## src/rtl/i2cm_pkg.sv

```systemverilog
package i2cm_pkg;

  typedef enum logic [1:0] {
    PH_IDLE = 2'd0,
    PH_DATA = 2'd1,
    PH_ACK  = 2'd2
  } phase_e;

  // strobes from control to datapath
  typedef struct packed {
    logic load;       // transfer accepted: capture operands
    logic sampleData; // SCL rising in a data bit
    logic sampleAck;  // SCL rising in the acknowledge clock
    logic shiftNext;  // SCL falling with data bits remaining
    logic inData;     // level: data phase active
    logic inAck;      // level: acknowledge phase active
  } xferCtl_t;

endpackage

```

## src/rtl/i2cm_ctrl.sv

```systemverilog
module i2cm_ctrl
  import i2cm_pkg::*;
#(
  parameter int DATA_W = 8,
  localparam int CODE_W = $clog2(DATA_W),
  localparam int CNT_W = $clog2(DATA_W + 1)
) (
  input  logic              clk,
  input  logic              rstN,
  input  logic              startReq,
  input  logic              ackMode,
  input  logic              sclStrobe,
  input  logic [CODE_W-1:0] codeNow,
  output xferCtl_t          ctl,
  output logic              sclOut,
  output logic              xferDone
);

  localparam logic [CNT_W-1:0] FULL_CNT = CNT_W'(DATA_W);

  phase_e            phase;
  logic [CNT_W-1:0]  bitsLeft;
  logic              ackLat;
  logic              sclReg;
  logic              doneReg;

  logic accept, tick, riseNow, fallNow, lastBit, finishNow;
  logic [CNT_W-1:0] startCnt;

  always_comb begin
    accept    = (phase == PH_IDLE) && startReq;
    tick      = sclStrobe && (phase != PH_IDLE);
    riseNow   = tick && !sclReg;
    fallNow   = tick && sclReg;
    lastBit   = (bitsLeft == CNT_W'(1));
    startCnt  = (codeNow == '0) ? FULL_CNT : CNT_W'(codeNow);
    finishNow = fallNow && ((phase == PH_ACK) ||
                            ((phase == PH_DATA) && lastBit && !ackLat));
  end

  always_ff @(posedge clk or negedge rstN) begin
    if (!rstN) begin
      phase    <= PH_IDLE;
      bitsLeft <= '0;
      ackLat   <= 1'b0;
      sclReg   <= 1'b0;
      doneReg  <= 1'b0;
    end else begin
      doneReg <= finishNow;
      if (riseNow)      sclReg <= 1'b1;
      else if (fallNow) sclReg <= 1'b0;
      if (accept) begin
        phase    <= PH_DATA;
        bitsLeft <= startCnt;
        ackLat   <= ackMode;
      end else if (fallNow) begin
        unique case (phase)
          PH_DATA: begin
            if (!lastBit)    bitsLeft <= bitsLeft - CNT_W'(1);
            else if (ackLat) phase <= PH_ACK;
            else             phase <= PH_IDLE;
          end
          PH_ACK:  phase <= PH_IDLE;
          default: phase <= PH_IDLE;
        endcase
      end
    end
  end

  always_comb begin
    ctl.load       = accept;
    ctl.sampleData = riseNow && (phase == PH_DATA);
    ctl.sampleAck  = riseNow && (phase == PH_ACK);
    ctl.shiftNext  = fallNow && (phase == PH_DATA) && !lastBit;
    ctl.inData     = (phase == PH_DATA);
    ctl.inAck      = (phase == PH_ACK);
  end

  assign sclOut   = sclReg;
  assign xferDone = doneReg;

  // SCL moves only on a strobe
  a_r4_scl_quiet: assert property (@(posedge clk) disable iff (!rstN)
    !sclStrobe |=> $stable(sclOut));

  // SCL is low whenever the engine is idle
  a_r4_idle_low: assert property (@(posedge clk) disable iff (!rstN)
    (phase == PH_IDLE) |-> !sclOut);

  // done lasts one cycle
  a_r10_done_single: assert property (@(posedge clk) disable iff (!rstN)
    xferDone |=> !xferDone);

  // done comes right after the final falling edge
  a_r10_done_after_fall: assert property (@(posedge clk) disable iff (!rstN)
    xferDone |-> (!sclOut && $past(sclOut)));

  // a start request during a transfer does not reload the bit counter
  a_r11_start_ignored: assert property (@(posedge clk) disable iff (!rstN)
    ((phase != PH_IDLE) && startReq && !sclStrobe) |=> $stable(bitsLeft));

  // remaining count stays in range during a transfer
  a_r1_count_range: assert property (@(posedge clk) disable iff (!rstN)
    (phase == PH_DATA) |-> ((bitsLeft != '0) && (bitsLeft <= FULL_CNT)));

endmodule

```

## src/rtl/i2cm_datapath.sv

```systemverilog
module i2cm_datapath
  import i2cm_pkg::*;
#(
  parameter int DATA_W = 8,
  localparam int CODE_W = $clog2(DATA_W)
) (
  input  logic              clk,
  input  logic              rstN,
  input  logic              busStart,
  input  logic              cntWr,
  input  logic [CODE_W-1:0] cntCode,
  input  logic              recvMode,
  input  logic [DATA_W-1:0] txByte,
  input  logic              sdaIn,
  input  xferCtl_t          ctl,
  output logic [CODE_W-1:0] codeNow,
  output logic              sdaPullLow,
  output logic [DATA_W-1:0] rxByte,
  output logic              ackSeen
);

  logic [CODE_W-1:0] codeReg;
  logic [DATA_W-1:0] txShift;
  logic [DATA_W-1:0] rxShift;
  logic              recvLat;
  logic              ackReg;

  // length code register: start condition wins over a write
  always_ff @(posedge clk or negedge rstN) begin
    if (!rstN)         codeReg <= '0;
    else if (busStart) codeReg <= '0;
    else if (cntWr)    codeReg <= cntCode;
  end

  always_ff @(posedge clk or negedge rstN) begin
    if (!rstN) begin
      txShift <= '0;
      rxShift <= '0;
      recvLat <= 1'b0;
      ackReg  <= 1'b1;
    end else begin
      if (ctl.load) begin
        txShift <= txByte;
        rxShift <= '0;
        recvLat <= recvMode;
      end else begin
        if (ctl.shiftNext)  txShift <= {txShift[DATA_W-2:0], 1'b0};
        if (ctl.sampleData) rxShift <= {rxShift[DATA_W-2:0], sdaIn};
        if (ctl.sampleAck && !recvLat) ackReg <= sdaIn;
      end
    end
  end

  always_comb begin
    if (ctl.inData)     sdaPullLow = !recvLat && !txShift[DATA_W-1];
    else if (ctl.inAck) sdaPullLow = recvLat;
    else                sdaPullLow = 1'b0;
  end

  assign codeNow = codeReg;
  assign rxByte  = rxShift;
  assign ackSeen = ackReg;

  // a start condition leaves the code at 000
  a_r9_code_cleared: assert property (@(posedge clk) disable iff (!rstN)
    $past(busStart) |-> (codeNow == '0));

  // without a write or start the code holds
  a_r9_code_kept: assert property (@(posedge clk) disable iff (!rstN)
    (!busStart && !cntWr) |=> $stable(codeNow));

  // receive transfers never touch the stored acknowledge
  a_r6_rx_keeps_ack: assert property (@(posedge clk) disable iff (!rstN)
    (recvLat && !ctl.load) |=> $stable(ackSeen));

  // master never pulls SDA during receive data bits
  a_r7_rx_data_released: assert property (@(posedge clk) disable iff (!rstN)
    (ctl.inData && recvLat) |-> !sdaPullLow);

endmodule

```

## src/rtl/i2cm_byte_engine.sv

```systemverilog
module i2cm_byte_engine
  import i2cm_pkg::*;
#(
  parameter int DATA_W = 8,
  localparam int CODE_W = $clog2(DATA_W)
) (
  input  logic              clk,
  input  logic              rstN,
  input  logic              busStart,
  input  logic              cntWr,
  input  logic [CODE_W-1:0] cntCode,
  input  logic              startReq,
  input  logic              recvMode,
  input  logic              ackMode,
  input  logic [DATA_W-1:0] txByte,
  input  logic              sclStrobe,
  input  logic              sdaIn,
  output logic              sdaPullLow,
  output logic              sclOut,
  output logic [DATA_W-1:0] rxByte,
  output logic              ackSeen,
  output logic              xferDone
);

  xferCtl_t          ctl;
  logic [CODE_W-1:0] codeNow;

  i2cm_ctrl #(.DATA_W(DATA_W)) uCtrl (
    .clk       (clk),
    .rstN      (rstN),
    .startReq  (startReq),
    .ackMode   (ackMode),
    .sclStrobe (sclStrobe),
    .codeNow   (codeNow),
    .ctl       (ctl),
    .sclOut    (sclOut),
    .xferDone  (xferDone)
  );

  i2cm_datapath #(.DATA_W(DATA_W)) uData (
    .clk        (clk),
    .rstN       (rstN),
    .busStart   (busStart),
    .cntWr      (cntWr),
    .cntCode    (cntCode),
    .recvMode   (recvMode),
    .txByte     (txByte),
    .sdaIn      (sdaIn),
    .ctl        (ctl),
    .codeNow    (codeNow),
    .sdaPullLow (sdaPullLow),
    .rxByte     (rxByte),
    .ackSeen    (ackSeen)
  );

  // SDA is frozen across every SCL high phase
  a_r3_sda_stable_high: assert property (@(posedge clk) disable iff (!rstN)
    (sclOut && $past(sclOut)) |-> $stable(sdaPullLow));

endmodule

```

## config.mk

```make
export PLATFORM = sky130hd
export DESIGN_NAME = i2cm_byte_engine
export DESIGN_NICKNAME = d
export VERILOG_FILES = /design/src/rtl/i2cm_pkg.sv /design/src/rtl/i2cm_ctrl.sv /design/src/rtl/i2cm_datapath.sv /design/src/rtl/i2cm_byte_engine.sv
export SDC_FILE = /design/constraint.sdc
export NUM_CORES = 1
export LEC_CHECK = 0
export ABC_CLOCK_PERIOD_IN_PS = 4500
export CAP_MARGIN = 5
export CORE_UTILIZATION = 65
export CTS_CLUSTER_DIAMETER = 100
export DETAILED_ROUTE_END_ITERATION = 16
export DONT_BUFFER_PORTS = 1
export GPL_TIMING_DRIVEN = 1
export PLACE_DENSITY = 0.89
export RECOVER_POWER = 50
export SYNTH_ARGS = -nofsm -noshare
export SYNTH_HDL_FRONTEND = slang
export SYNTH_SLANG_ARGS = --single-unit
```

## constraint.sdc

```tcl
create_clock -name clk -period 4.5 [get_ports clk]
set_input_delay 0.9 -clock clk [delete_from_list [all_inputs] [get_ports clk]]
set_output_delay 0.9 -clock clk [all_outputs]
set_load 0.01 [all_outputs]
```

# Yosys cells after proc, flatten, opt, wreduce, memory -nomap -nowiden
# Cells that the tools add are included.
[classes] n_eq_ne=5 n_addsub=1 reduce_logical=31 n_div=0 bitwise=1 magnitude_cmp=0 shifts=0 n_mul=0 muxes=20
[ops] op="$mux 8" n=4
[ops] op="$mux 4" n=5
[ops] op="$reduce_bool 2->1" n=7
[ops] op="$logic_and 1x1->1" n=13
[ops] op="$mux 2" n=5
[ops] op="$mux 3" n=2
[ops] op="$logic_not 1->1" n=5
[ops] op="$eq 4x1->1 const B" n=1
[ops] op="$mux 1" n=4
[ops] op="$reduce_and 2->1" n=2
[ops] op="$sub 4x1->4 const B" n=1
[ops] op="$logic_not 3->1" n=1
[ops] op="$ne 3x1->1 const B" n=1
[ops] op="$reduce_and 3->1" n=1
[ops] op="$eq 2x1->1 const B" n=1
[ops] op="$eq 2x2->1 const B" n=1
[ops] op="$logic_not 2->1" n=1
[ops] op="$ne 2x1->1 const B" n=1
[ops] op="$logic_or 1x1->1" n=1
[ops] op="$not 1->1" n=1
[word_totals] out_inout_bits=12 romBits=0 latch_bits=0 memories=0 ramBits=0 ff_bits=30 word_cells=68 input_bits=20

# Depth between registers and ports, before layout
# Gate-level depths: netlist of the first run.
[depth] word_depth=7 mapped_depth=6

# Modules after synthesis
# A second synthesis of the first run with hierarchy kept.
[hier_totals] hier_cells=135 area_unflattened_um2=1441.4
[by_module_without_submodules] module="i2cm_datapath" cells_each=78 area_each_um2=912.1 instances=1 seq_area_each_um2=526.8
[by_module_without_submodules] module="i2cm_ctrl" cells_each=57 area_each_um2=529.3 instances=1 seq_area_each_um2=225.2

# Worst setup path after synthesis of the first run
# OpenSTA, ideal clock, no wires.
[synth_timing] path_kind="reg-to-output" start="register uCtrl.phase[1]" end="output port sdaPullLow" path_stages_with_launch=4 t_arrival_ns=0.995 setup_slack_ns=2.605 n_path_buf=1 path_cell_list="dfrtp_1 buf_2 nand2b_1 o31ai_1"
[synth_between] elab_chain_cells=3
[synth_rtl] element="start, declared" line_no="i2cm_ctrl.sv:21" text="phase_e phase;"
[synth_rtl] element="start signal, assigned" line_no="i2cm_ctrl.sv:43" text="phase <= PH_IDLE;"
[synth_rtl] element="start signal, assigned" line_no="i2cm_ctrl.sv:53" text="phase <= PH_DATA;"
[synth_rtl] element="start signal, assigned" line_no="i2cm_ctrl.sv:60" text="else if (ackLat) phase <= PH_ACK;"
[synth_rtl] element="$eq 2x2->1" line_no="i2cm_ctrl.sv:76" text="ctl.inAck = (phase == PH_ACK);"
[synth_rtl] element="$mux 1" line_no="i2cm_datapath.sv:56" text="else if (ctl.inAck) sdaPullLow = recvLat;"
[synth_rtl] element="$mux 1 (*)" line_no="i2cm_datapath.sv:55" text="if (ctl.inData) sdaPullLow = !recvLat && !txShift[DATA_W-1];"
[synth_rtl] element="end, declared" line_no="i2cm_byte_engine.sv:18" text="output logic sdaPullLow,"
# Mark *: on every way between the ends. The rest lies on a longest branch, timed or not.

# Final worst setup path of the first run
[layout_timing] start="register uCtrl.bitsLeft[1]" end="register uData.txShift[6]"
[layout_between] elab_chain_cells=4
[layout_rtl] element="start, declared" line_no="i2cm_ctrl.sv:22" text="logic [CNT_W-1:0] bitsLeft;"
[layout_rtl] element="start signal, assigned" line_no="i2cm_ctrl.sv:54" text="bitsLeft <= startCnt;"
[layout_rtl] element="start signal, assigned" line_no="i2cm_ctrl.sv:59" text="if (!lastBit) bitsLeft <= bitsLeft - CNT_W'(1);"
[layout_rtl] element="$eq 4x1->1" line_no="i2cm_ctrl.sv:35" text="lastBit = (bitsLeft == CNT_W'(1));"
[layout_rtl] element="$logic_not 1->1"
[layout_rtl] element="$logic_and 1x1->1" line_no="i2cm_ctrl.sv:74" text="ctl.shiftNext = fallNow && (phase == PH_DATA) && !lastBit;"
[layout_rtl] element="$reduce_bool 2->1 (no source line)"
[layout_rtl] element="end signal, assigned" line_no="i2cm_datapath.sv:43" text="txShift <= txByte;"
[layout_rtl] element="end signal, assigned" line_no="i2cm_datapath.sv:47" text="if (ctl.shiftNext) txShift <= {txShift[DATA_W-2:0], 1'b0};"
[layout_rtl] element="end, declared" line_no="i2cm_datapath.sv:23" text="logic [DATA_W-1:0] txShift;"
# No other way between the ends.
# A chain may end at the register's enable or synchronous reset.

==> impl_metrics.csv, run 1 <==
group,metric,value,unit
logic_synthesis,syn-num-nets,149,
logic_synthesis,yosys-top-cells-count,"29 x dfrtp_1, 10 x nand2_1, 9 x mux2i_1",
die,fp.dieW,48.6,µm
global_routing,grt_pass1_vias,1017,
timing,setup_viol,0,
layout,drive_gt1_share,14.0,%
logic_synthesis,synth_area_leaders,"dfrtp_1 51%, mux2i_1 6.4%, o221a_2 5.6%",
logic_synthesis,synth_area,1410,µm²
placed_design,gp_congestion,0.836,
critical_path,max_stage_delay,0.83,ns
global_routing,antenna_found_initial,0,
timing,period_needed,2.33,ns
die,die_area,2370,µm²
placed_design,dp.cells,148,
layout,final_cells,156,
die,core.rowCount,16,
timing,fin_crit_sh,51.8,%
timing,report.final.slew_viol_count,0,
global_routing,grt_max_degree,31,
detailed_routing,via_per_inst,6.38,
timing,worst_slew_pin_slew,1.02,ns
layout,diodes,0,
logic_synthesis,yosys.area_share.simple,18.0,%
logic_synthesis,yosysMostFrequentCell,"dfrtp_1",
detailed_routing,drt-pass1-iter-count,4,
logic_synthesis,synthArstFlopShare,100,%
critical_path,cp-start-kind,"flop",
clocking,postCtsHoldBufs,0,
power,power.density,572,nW/µm²
layout,area.growth.synth_to_final,4.60,%
power,irDropWorstVdd,0.360,mV
detailed_routing,routed-wl-met2,1290,µm
die,coreArea,2000,µm²
global_routing,grt-ovfl-total,0,
clocking,clock_sinks,30,
layout,final_util,73.9,%
detailed_routing,wl_met1,1160,µm
job,max_cap_violations,0,
clocking,root_buffer,"clkbuf_4",
critical_path,cp-end-kind,"flop",
detailed_routing,route.detailed.drc,0,
clocking,cts_buffers,5,
die,start_util,70.6,%
power,leakagePower,0.643,nW
global_routing,grt_pass1_wl,4710,µm
logic_synthesis,syn_area_per_cell,11.1,µm²
timing,max_freq,0.429,GHz
critical_path,cp_max_fo,11,
critical_path,slowest_stage,"nor3b_1",
logic_synthesis,syn_inst,127,
logic_synthesis,synth_edf_count,0,
run_status,status,"completed",
die,die_h,48.6,µm
global_routing,grt_usage,27.1,%
logic_synthesis,synth_fa_ha_area_share,1.77,%
logic_synthesis,synth-seq-area-share,53.2,%
clocking,clock_latency,0.34,ns
critical_path,reg2reg_from,"uCtrl.bitsLeft[1]",
critical_path,path_cells,"inv_1, ha_1, nor3b_1, o21ai_1, o221a_2",
logic_synthesis,synth_top_area_cell,"dfrtp_1",
clocking,h-tree-depth,2,
detailed_routing,vias,996,
clocking,cts_resized,0,
detailed_routing,drt_wl_total,2730,µm
logic_synthesis,synth_top_area_share,51.3,%
placed_design,port_buffers,0,
timing,setup_tns,0,ns
logic_synthesis,synth_compound_area_share,15.4,%
detailed_routing,final_antenna_net_count,0,
timing,relSlewSlack,31.6,%
logic_synthesis,synth_xor_area_share,0.619,%
clocking,cts_buffer_depth,2,
logic_synthesis,yosysUniqueCellTypes,37,
logic_synthesis,yosysWarnings,0,
logic_synthesis,ys_ff_latch,30,
clocking,postCtsSetupBuffers,0,
die,pin_count,32,
clocking,cts_tree,"built",
detailed_routing,avgRoutedWirePerCell,17.5,µm
logic_synthesis,synth_mux_area_share,7.17,%
critical_path,crit_type,"flop to flop",
timing,fin_worst_skew,0.0102,ns
detailed_routing,routed.top_layer,"met4",
timing,hold_violations,0,
logic_synthesis,synth_top_family_by_area,"simple AND/OR/NAND/NOR gates",
layout,final_nets,150,
timing,hold_slack,0.243,ns
placed_design,place_ws,2.21,ns
detailed_routing,first_iter_violations,17,
critical_path,critPathRequiredTime,4.72,ns
critical_path,startpoint,"uCtrl.bitsLeft[1]",
critical_path,crit_arrival,2.55,ns
timing,fin_ws,2.17,ns
logic_synthesis,synthFlopType,"dfrtp_1",
timing,rsz0062_at_grt,"no",
clocking,clkTransAtPathRegs,0.10,ns
detailed_routing,wl_met3,240,µm
min_path,hp-class,"primary input to async pin",
placed_design,dp_hpwl,1950,µm
## cell usage in the layout, fill, tap and decap left out, types with 2 or more instances in the layout
cell and n:
dfrtp_1 29, nand2_1 10, mux2i_1 9, nor2_1 8
or3_1 7, o221a_2 7, o21ai_0 5, clkbuf_4 5
a22o_1 4, nand3_1 4, nor3_1 4, inv_1 3
nand2b_1 2, or3b_1 2, nor3b_1 2, o211ai_1 2
a211oi_1 2, ha_1 2
## kinds of logic (layout without fill, tap and decap cells)
| family | after synthesis | in the layout |
|---|---|---|
| buf+inv | 11 | 13 |
| mux | 10 | 10 |
| compound gates | 27 | 27 |
| fa+ha+maj | 2 | 2 |
| simple gates | 46 | 46 |
| xor+xnor | 1 | 1 |
| flops | 30 | 30 |
## flip-flops by register name (all words and copies together), names as in the netlist
register        count
uCtrl.sclOut        1
uCtrl.xferDone      1
uCtrl.phase         2
uData.ackSeen       1
uCtrl.bitsLeft      4
uData.rxByte        8
uData.recvLat       1
uCtrl.ackLat        1
uData.codeNow       3
uData.txShift       8
## per-layer routing
metal / vias up / GRT usage (%)
met2: 40 / 42.1
met1: 478 / 33.1
li1: 474 / -
met3: 4 / 13.8
met5: - / 0
met4: 0 / 7.84
## metrics by stage
| step | cell area, µm² | power (mW) |
|---|---|---|
| floorplan | 1410 | 0.625 |
| global placement | 1420 | 0.661 |
| detailed placement | 1420 | 0.682 |
| CTS | 1480 | 0.851 |
| global route | 1480 | 0.905 |
| finish | 1480 | 0.846 |
## path summary, 6_finish.rpt
check / endpoint / slack (ns) / cells past startpoint
max: uData.txShift[6] / 2.17 / 5
min: uCtrl.ackLat / 0.24 / 0
max reg2reg: uData.txShift[6] / 2.17 / 5
min reg2reg: uData.recvLat / 0.55 / 2
max in group asynchronous: uData.ackSeen / 4.09 / 0
min in group clk: uData.recvLat / 0.55 / 2
## worst max-delay path: cells and delay by family (launching register included)
family	cells	cell delay, ns
compound gates	2	0.74
fa+ha+maj	1	0.16
flops	1	0.38
buf+inv	1	0.11
simple gates	1	0.83
## report_power, final
part	internal, mW	switching (mW)
logic	0.120	0.107
clock network	0.0749	0.0924
registers	0.356	0.0949
total	0.552	0.294
## layout make-up
cell class / instances / area [µm²]
repair buffers: 2 / 11.3
well taps: 27 / 33.8
inverters: 3 / 11.3
clock buffers: 6 / 51.3
clock inverters: 2 / 12.5
flip-flops and latches: 30 / 752
multi-input cells: 86 / 607
fillers: 157 / 523
Power figures use the tool's default switching activity.
==> run 2: changes to the inputs <==
--- a/config.mk
+++ b/config.mk
@@ -5,14 +5,15 @@
 export SDC_FILE = /design/constraint.sdc
 export NUM_CORES = 1
 export LEC_CHECK = 0
-export ABC_CLOCK_PERIOD_IN_PS = 4500
+export ABC_AREA = 1
+export ABC_CLOCK_PERIOD_IN_PS = 2200
 export CAP_MARGIN = 5
-export CORE_UTILIZATION = 65
+export CORE_UTILIZATION = 61
 export CTS_CLUSTER_DIAMETER = 100
 export DETAILED_ROUTE_END_ITERATION = 16
 export DONT_BUFFER_PORTS = 1
 export GPL_TIMING_DRIVEN = 1
-export PLACE_DENSITY = 0.89
+export PLACE_DENSITY = 0.85
 export RECOVER_POWER = 50
 export SYNTH_ARGS = -nofsm -noshare
 export SYNTH_HDL_FRONTEND = slang
==> constraint.sdc (replaced) <==
create_clock -name clk -period 2.2 [get_ports clk]
set_input_delay 0.44 -clock clk [delete_from_list [all_inputs] [get_ports clk]]
set_output_delay 0.44 -clock clk [all_outputs]
set_load 0.01 [all_outputs]
==> run 2 against run 1 <==
  * Sequential cell count stayed put
  * Clock skew is 0.0053 ns higher
  * Synthesized area is 9.2% higher
  * First-iteration DRC count is 140% higher
  * Utilization is 3.3 points lower
  * Register-to-register slack worse by 1.6 ns
  * Via count is 31% higher
  * Synthesized cell count is 55% higher
==> impl_metrics.csv, run 2 <==
group,metric,value,unit
logic_synthesis,synth_area,1540,µm²
logic_synthesis,yosysWarnings,0,
detailed_routing,final_antenna_net_count,0,
job,max_cap_violations,0,
critical_path,rr_worst_depth,7,
layout,diodes,0,
timing,hold_slack,0.211,ns
global_routing,grt_usage,28.1,%
placed_design,dp_hpwl,2210,µm
critical_path,max_stage_delay,0.45,ns
critical_path,cp_top_family,"flip-flops",
critical_path,slowest_stage,"dfrtp_1",
detailed_routing,vias,1305,
logic_synthesis,synthFlopType,"dfrtp_1",
clocking,root_buffer,"clkbuf_4",
critical_path,cp-end-kind,"output port",
critical_path,r2r-end,"uCtrl.bitsLeft[2]",
logic_synthesis,ys_ff_latch,30,
power,irDropWorstVdd,0.999,mV
layout,n_fill_cell,180,
die,die_h,52.3,µm
timing,hold_violations,0,
critical_path,crit_path_end,"sdaPullLow",
clocking,h-tree-depth,2,
power,seqPwrFrac,41.0,%
detailed_routing,drt_wl_total,3100,µm
logic_synthesis,syn_area_per_cell,7.84,µm²
critical_path,path_cells,"inv_1, nor2_1, inv_1, o21ai_0",
min_path,hold_depth,2,
logic_synthesis,syn-num-nets,219,
logic_synthesis,synthArstFlopShare,100,%
layout,layout_common_cells,"81 x nand2_1, 29 x dfrtp_1, 23 x nand3_1, 16 x inv_1, 11 x o21ai_0",
logic_synthesis,yosys-top-cells-count,"81 x nand2_1, 29 x dfrtp_1, 23 x nand3_1",
global_routing,grt_max_degree,31,
timing,report.final.slew_viol_count,0,
logic_synthesis,syn_inst,197,
timing,setup_viol,0,
timing,setup_tns,0,ns
logic_synthesis,synth_area_leaders,"dfrtp_1 47%, nand2_1 20%, nand3_1 7.5%",
clocking,cts_resized,0,
layout,area.growth.synth_to_final,5.02,%
logic_synthesis,yosysUniqueCellTypes,23,
timing,relSlewSlack,13.2,%
layout,final_common_cell,"nand2_1",
global_routing,grt_pass1_wl,5400,µm
clocking,clock_latency,0.35,ns
clocking,cts_buffer_depth,2,
logic_synthesis,yosysMostFrequentCell,"nand2_1",
critical_path,cp-start-kind,"flop",
critical_path,r2r_setup_slack,0.55,ns
critical_path,cp_num_cells,4,
logic_synthesis,synth_top_area_cell,"dfrtp_1",
die,core.rowCount,17,
power,power.share.switching,42.5,%
timing,rsz0062_at_grt,"no",
power,leakagePower,0.872,nW
die,pin_count,32,
clocking,postCtsHoldBufs,2,
clocking,cts_buffers,5,
timing,period_needed,1.97,ns
layout,final_nets,222,
critical_path,path_buf_inv,2,
timing,fin_crit_sh,89.4,%
timing,fin_worst_skew,0.0155,ns
power,p_switching,921,µW
timing,max_freq,0.508,GHz
global_routing,grt-ovfl-total,0,
run_status,status,"completed",
die,start_util,67.2,%
detailed_routing,via_per_inst,5.70,
clocking,postCtsSetupBuffers,0,
power,power.density,1330,nW/µm²
timing,fin_ws,0.233,ns
critical_path,cp_max_fo,4,
placed_design,place_ws,0.617,ns
die,fp.dieW,52.3,µm
timing,worst_slew_pin_slew,1.30,ns
detailed_routing,route.detailed.drc,0,
detailed_routing,drt-pass1-iter-count,4,
power,combPwrFrac,38.4,%
critical_path,startpoint,"uCtrl.phase[1]",
placed_design,port_buffers,0,
critical_path,crit_arrival,1.53,ns
detailed_routing,first_iter_violations,41,
critical_path,reg2reg_from,"uCtrl.phase[1]",
clocking,clock_sinks,30,
detailed_routing,avgRoutedWirePerCell,13.5,µm
logic_synthesis,synth_top_area_share,47.0,%
die,die_area,2740,µm²
layout,drive_gt1_share,10.4,%
clocking,cts_tree,"built",
critical_path,critPathRequiredTime,1.76,ns
logic_synthesis,synth_edf_count,0,
power,p_int,1.24,mW
power,pwr-share-clk,20.6,%
placed_design,gp_congestion,0.816,
die,coreArea,2300,µm²
logic_synthesis,synth-seq-area-share,48.7,%
critical_path,crit_type,"flop to output port",
min_path,hp-class,"primary input to flop",
critical_path,timing.critical_path.mode_cell,"inv_1",
global_routing,grt_pass1_vias,1310,
global_routing,antenna_found_initial,0,
clocking,clkTransAtPathRegs,0.11,ns
## run 2: cell count changes in the layout (fill, tap and decap cells not counted), moves of 7 or more
cell / change
nand3_1: +19
mux2i_1: -9
nand2_1: +71
or3_1: -7
o221a_2: -7
inv_1: +13
## run 2: routing by layer
layer	vias to the layer above	GRT usage, %	part of all wire (%)
li1	622	-	-
met1	637	32.8	42
met2	38	44.5	49
met3	8	8.70	5.7
met4	0	17.5	2.4
met5	-	0	0
## run 2: through the flow
step / area [µm²] / instances / utilization (%) / power (mW)
2_1_floorplan: 1540 / 197 / - / 1.60
3_3_place_gp: 1520 / 219 / 66.2 / 1.67
3_5_place_dp: 1520 / 219 / 66.2 / 1.71
4_1_cts: 1630 / 229 / 70.9 / 2.17
5_1_grt: 1620 / 229 / 70.6 / 2.34
6_report: 1620 / 229 / 70.6 / 2.16
## run 2: final cells by class
| cell class | instances | area (µm²) | share of cell area [%] |
|---|---|---|---|
| inverter | 19 | 76.3 | 4.71 |
| clock inverter | 3 | 40.0 | 2.47 |
| sequential | 30 | 752 | 46.4 |
| clock buffer | 5 | 37.5 | 2.31 |
| timing repair buffer | 3 | 30.0 | 1.85 |
| multi-input combinational | 141 | 651 | 40.1 |
| tap | 28 | 35.0 | 2.16 |
## run 2: worst min-delay path by stage
stage / start / to
finish: ackMode / uCtrl.ackLat
global route: sdaIn / uData.rxByte[0]
CTS: sdaIn / uData.rxByte[0]
detailed placement: rstN / uCtrl.phase[1]
global placement: rstN / uCtrl.ackLat
floorplan: rstN / uCtrl.ackLat
## run 2: worst reg2reg max path: stages, from the launching register on
cell     delay [ns]
dfrtp_1        0.45
inv_1          0.15
nand3_2        0.28
inv_2          0.37
nand2_1        0.09
o21ai_1        0.11
nand2_1        0.07
nand2_1        0.06
## run 2: power by group through the flow
| stage | Sequential [mW] | Clock [mW] | Combinational [mW] |
|---|---|---|---|
| after global placement | 0.889 | 0 | 0.778 |
| after CTS | 0.889 | 0.449 | 0.835 |
| after detailed placement | 0.899 | 0 | 0.815 |
| after floorplan | 0.864 | 0 | 0.741 |
| final | 0.888 | 0.445 | 0.831 |
| after global routing | 0.907 | 0.469 | 0.960 |
## run 2: kinds of logic after synthesis
group	after synthesis	synth area share [%]
adders and majority gates	2	1.62
DFF	30	48.7
buffers and inverters	26	9.16
xor gates and xnor gates	2	1.13
and+or+nand+nor	123	34.8
AOI/OAI and AO/OA	14	4.54
==> run 3: changes to the inputs <==
--- a/config.mk
+++ b/config.mk
@@ -8,12 +8,15 @@
 export ABC_AREA = 1
 export ABC_CLOCK_PERIOD_IN_PS = 2200
 export CAP_MARGIN = 5
-export CORE_UTILIZATION = 61
+export CELL_PAD_IN_SITES_DETAIL_PLACEMENT = 1
+export CELL_PAD_IN_SITES_GLOBAL_PLACEMENT = 1
+export CORE_ASPECT_RATIO = 2
+export CORE_UTILIZATION = 45
 export CTS_CLUSTER_DIAMETER = 100
 export DETAILED_ROUTE_END_ITERATION = 16
 export DONT_BUFFER_PORTS = 1
 export GPL_TIMING_DRIVEN = 1
-export PLACE_DENSITY = 0.85
+export PLACE_DENSITY = 0.86
 export RECOVER_POWER = 50
 export SYNTH_ARGS = -nofsm -noshare
 export SYNTH_HDL_FRONTEND = slang
==> run 3 against run 2 <==
  * Utilization is 19 points lower
  * The run now ends with DRC left
  * Final cell count is 1.7% higher
  * Clock power is 5.2% higher
  * Highest routed layer unchanged
  * Setup slack better by 0.095 ns
  * Count of clock-buffer cells in the layout is 1 higher
  * Hold slack better by 0.062 ns
  * Clock skew is 0.0078 ns lower
  * Routed wire length is 12% higher
  * Cell area is 1.8% higher
  * Combinational power is 2% higher
==> impl_metrics.csv, run 3 (synthesized netlist as in run 2, its figures left out) <==
group,metric,value,unit
critical_path,reg2reg_from,"uCtrl.phase[0]",
layout,layout_common_cells,"81 x nand2_1, 29 x dfrtp_1, 23 x nand3_1, 16 x inv_1, 11 x o21ai_0",
timing,setup_viol,0,
timing,hold_violations,0,
layout,design_area,1650,µm²
layout,area.growth.synth_to_final,6.89,%
clocking,postCtsHoldBufs,2,
layout,final_common_cell,"nand2_1",
timing,period_needed,1.87,ns
timing,setup_tns,0,ns
placed_design,gp_congestion,0.833,
timing,worst_slew_pin_slew,0.448,ns
critical_path,r2r_setup_slack,0.57,ns
detailed_routing,vias,1292,
min_path,hold-path-endpoint,"uData.ackSeen",
timing,relSlewSlack,70.0,%
die,core.rowCount,29,
clocking,clock_sinks,30,
timing,max_freq,0.534,GHz
timing,fin_crit_sh,85.1,%
detailed_routing,final_antenna_net_count,0,
layout,final_nets,223,
clocking,cts_buffers,5,
power,leakagePower,0.875,nW
clocking,root_buffer,"clkbuf_8",
power,power.density,1340,nW/µm²
die,coreArea,3230,µm²
global_routing,grt_usage,21.7,%
timing,hold_slack,0.273,ns
critical_path,critPathRequiredTime,1.76,ns
critical_path,cp_max_fo,5,
detailed_routing,avgRoutedWirePerCell,14.9,µm
placed_design,port_buffers,0,
critical_path,rr_worst_depth,6,
detailed_routing,drt-pass1-iter-count,11,
power,irDropWorstVdd,0.725,mV
global_routing,antenna_found_initial,0,
clocking,postCtsSetupBuffers,0,
layout,drive_gt1_share,10.9,%
timing,fin_worst_skew,0.00769,ns
timing,rsz0062_at_grt,"no",
global_routing,grt_pass1_wl,5950,µm
job,max_cap_violations,0,
die,die_h,84.8,µm
clocking,clock_latency,0.28,ns
critical_path,cp-end-kind,"output port",
global_routing,grt_pass1_vias,1422,
run_status,failed_checks,"DRC",
die,fp.dieW,43.4,µm
min_path,hold_path_startpoint,"sdaIn",
die,die_area,3680,µm²
detailed_routing,via_per_inst,5.55,
detailed_routing,route.detailed.drc,8,
min_path,hold_depth,2,
min_path,hp-class,"primary input to flop",
die,pin_count,32,
detailed_routing,first_iter_violations,47,
global_routing,grt_max_degree,31,
clocking,cts_tree,"built",
clocking,clkTransAtPathRegs,0.07,ns
placed_design,place_ws,0.595,ns
timing,report.final.slew_viol_count,0,
detailed_routing,drt_wl_total,3480,µm
die,start_util,47.8,%
critical_path,cp-start-kind,"flop",
critical_path,r2r-end,"uCtrl.bitsLeft[1]",
global_routing,grt-ovfl-total,0,
clocking,h-tree-depth,2,
timing,fin_ws,0.328,ns
clocking,cts_resized,0,
placed_design,dp_hpwl,2540,µm
clocking,cts_buffer_depth,2,
layout,diodes,0,
critical_path,crit_type,"flop to output port",
critical_path,crit_arrival,1.43,ns
run_status,status,"finished, violations left",
placed_design,place_area,1530,µm²
[run 3: final cells by class]
class / count / area, µm²
Fill cell: 400 / 1580
Tap cell: 31 / 38.8
Clock inverter: 2 / 12.5
Timing Repair Buffer: 4 / 45.0
Multi-Input combinational cell: 141 / 643
Clock buffer: 6 / 82.6
Inverter: 19 / 76.3
Sequential cell: 30 / 752
[run 3: power by group]
group / switching [mW] / internal (mW)
Sequential: 0.156 / 0.731
Clock: 0.217 / 0.251
Combinational: 0.566 / 0.283
Total: 0.938 / 1.27
[run 3: layer usage]
| layer | routed length [µm] | track usage (%) | vias to the layer above |
|---|---|---|---|
| li1 | - | - | 620 |
| met1 | 1240 | 21.1 | 632 |
| met2 | 2010 | 39.7 | 32 |
| met3 | 136 | 4.47 | 8 |
| met4 | 95 | 12.5 | 0 |
| met5 | 0 | 0 | - |
[run 3: worst max-delay path by stage]
stage              startpoint                 to  slack (ns)  depth (start not counted)
6_report       uCtrl.phase[0]         sdaPullLow        0.33                          4
5_1_grt        uCtrl.phase[0]         sdaPullLow        0.17                          4
4_1_cts        uCtrl.phase[1]         sdaPullLow        0.35                          4
3_5_place_dp   uCtrl.phase[0]  uCtrl.bitsLeft[1]        0.59                          6
3_3_place_gp   uCtrl.phase[0]  uCtrl.bitsLeft[1]        0.71                          6
2_1_floorplan  uCtrl.phase[1]         sdaPullLow        0.81                          4
[run 3: stage by stage]
| stage | power, mW | util (%) | instances |
|---|---|---|---|
| CTS | 2.25 | 51.3 | 233 |
| finish | 2.20 | 51.1 | 233 |
| detailed placement | 1.75 | 47.5 | 223 |
| global placement | 1.69 | 47.5 | 223 |
| floorplan | 1.60 | - | 197 |
| global route | 2.40 | 51.1 | 233 |
[run 3: worst max-delay path, cell delays in order (launching register included)]
cell	delay, ns
dfrtp_1	0.40
inv_1	0.10
nor2_1	0.37
nand2_1	0.10
o21ai_0	0.18
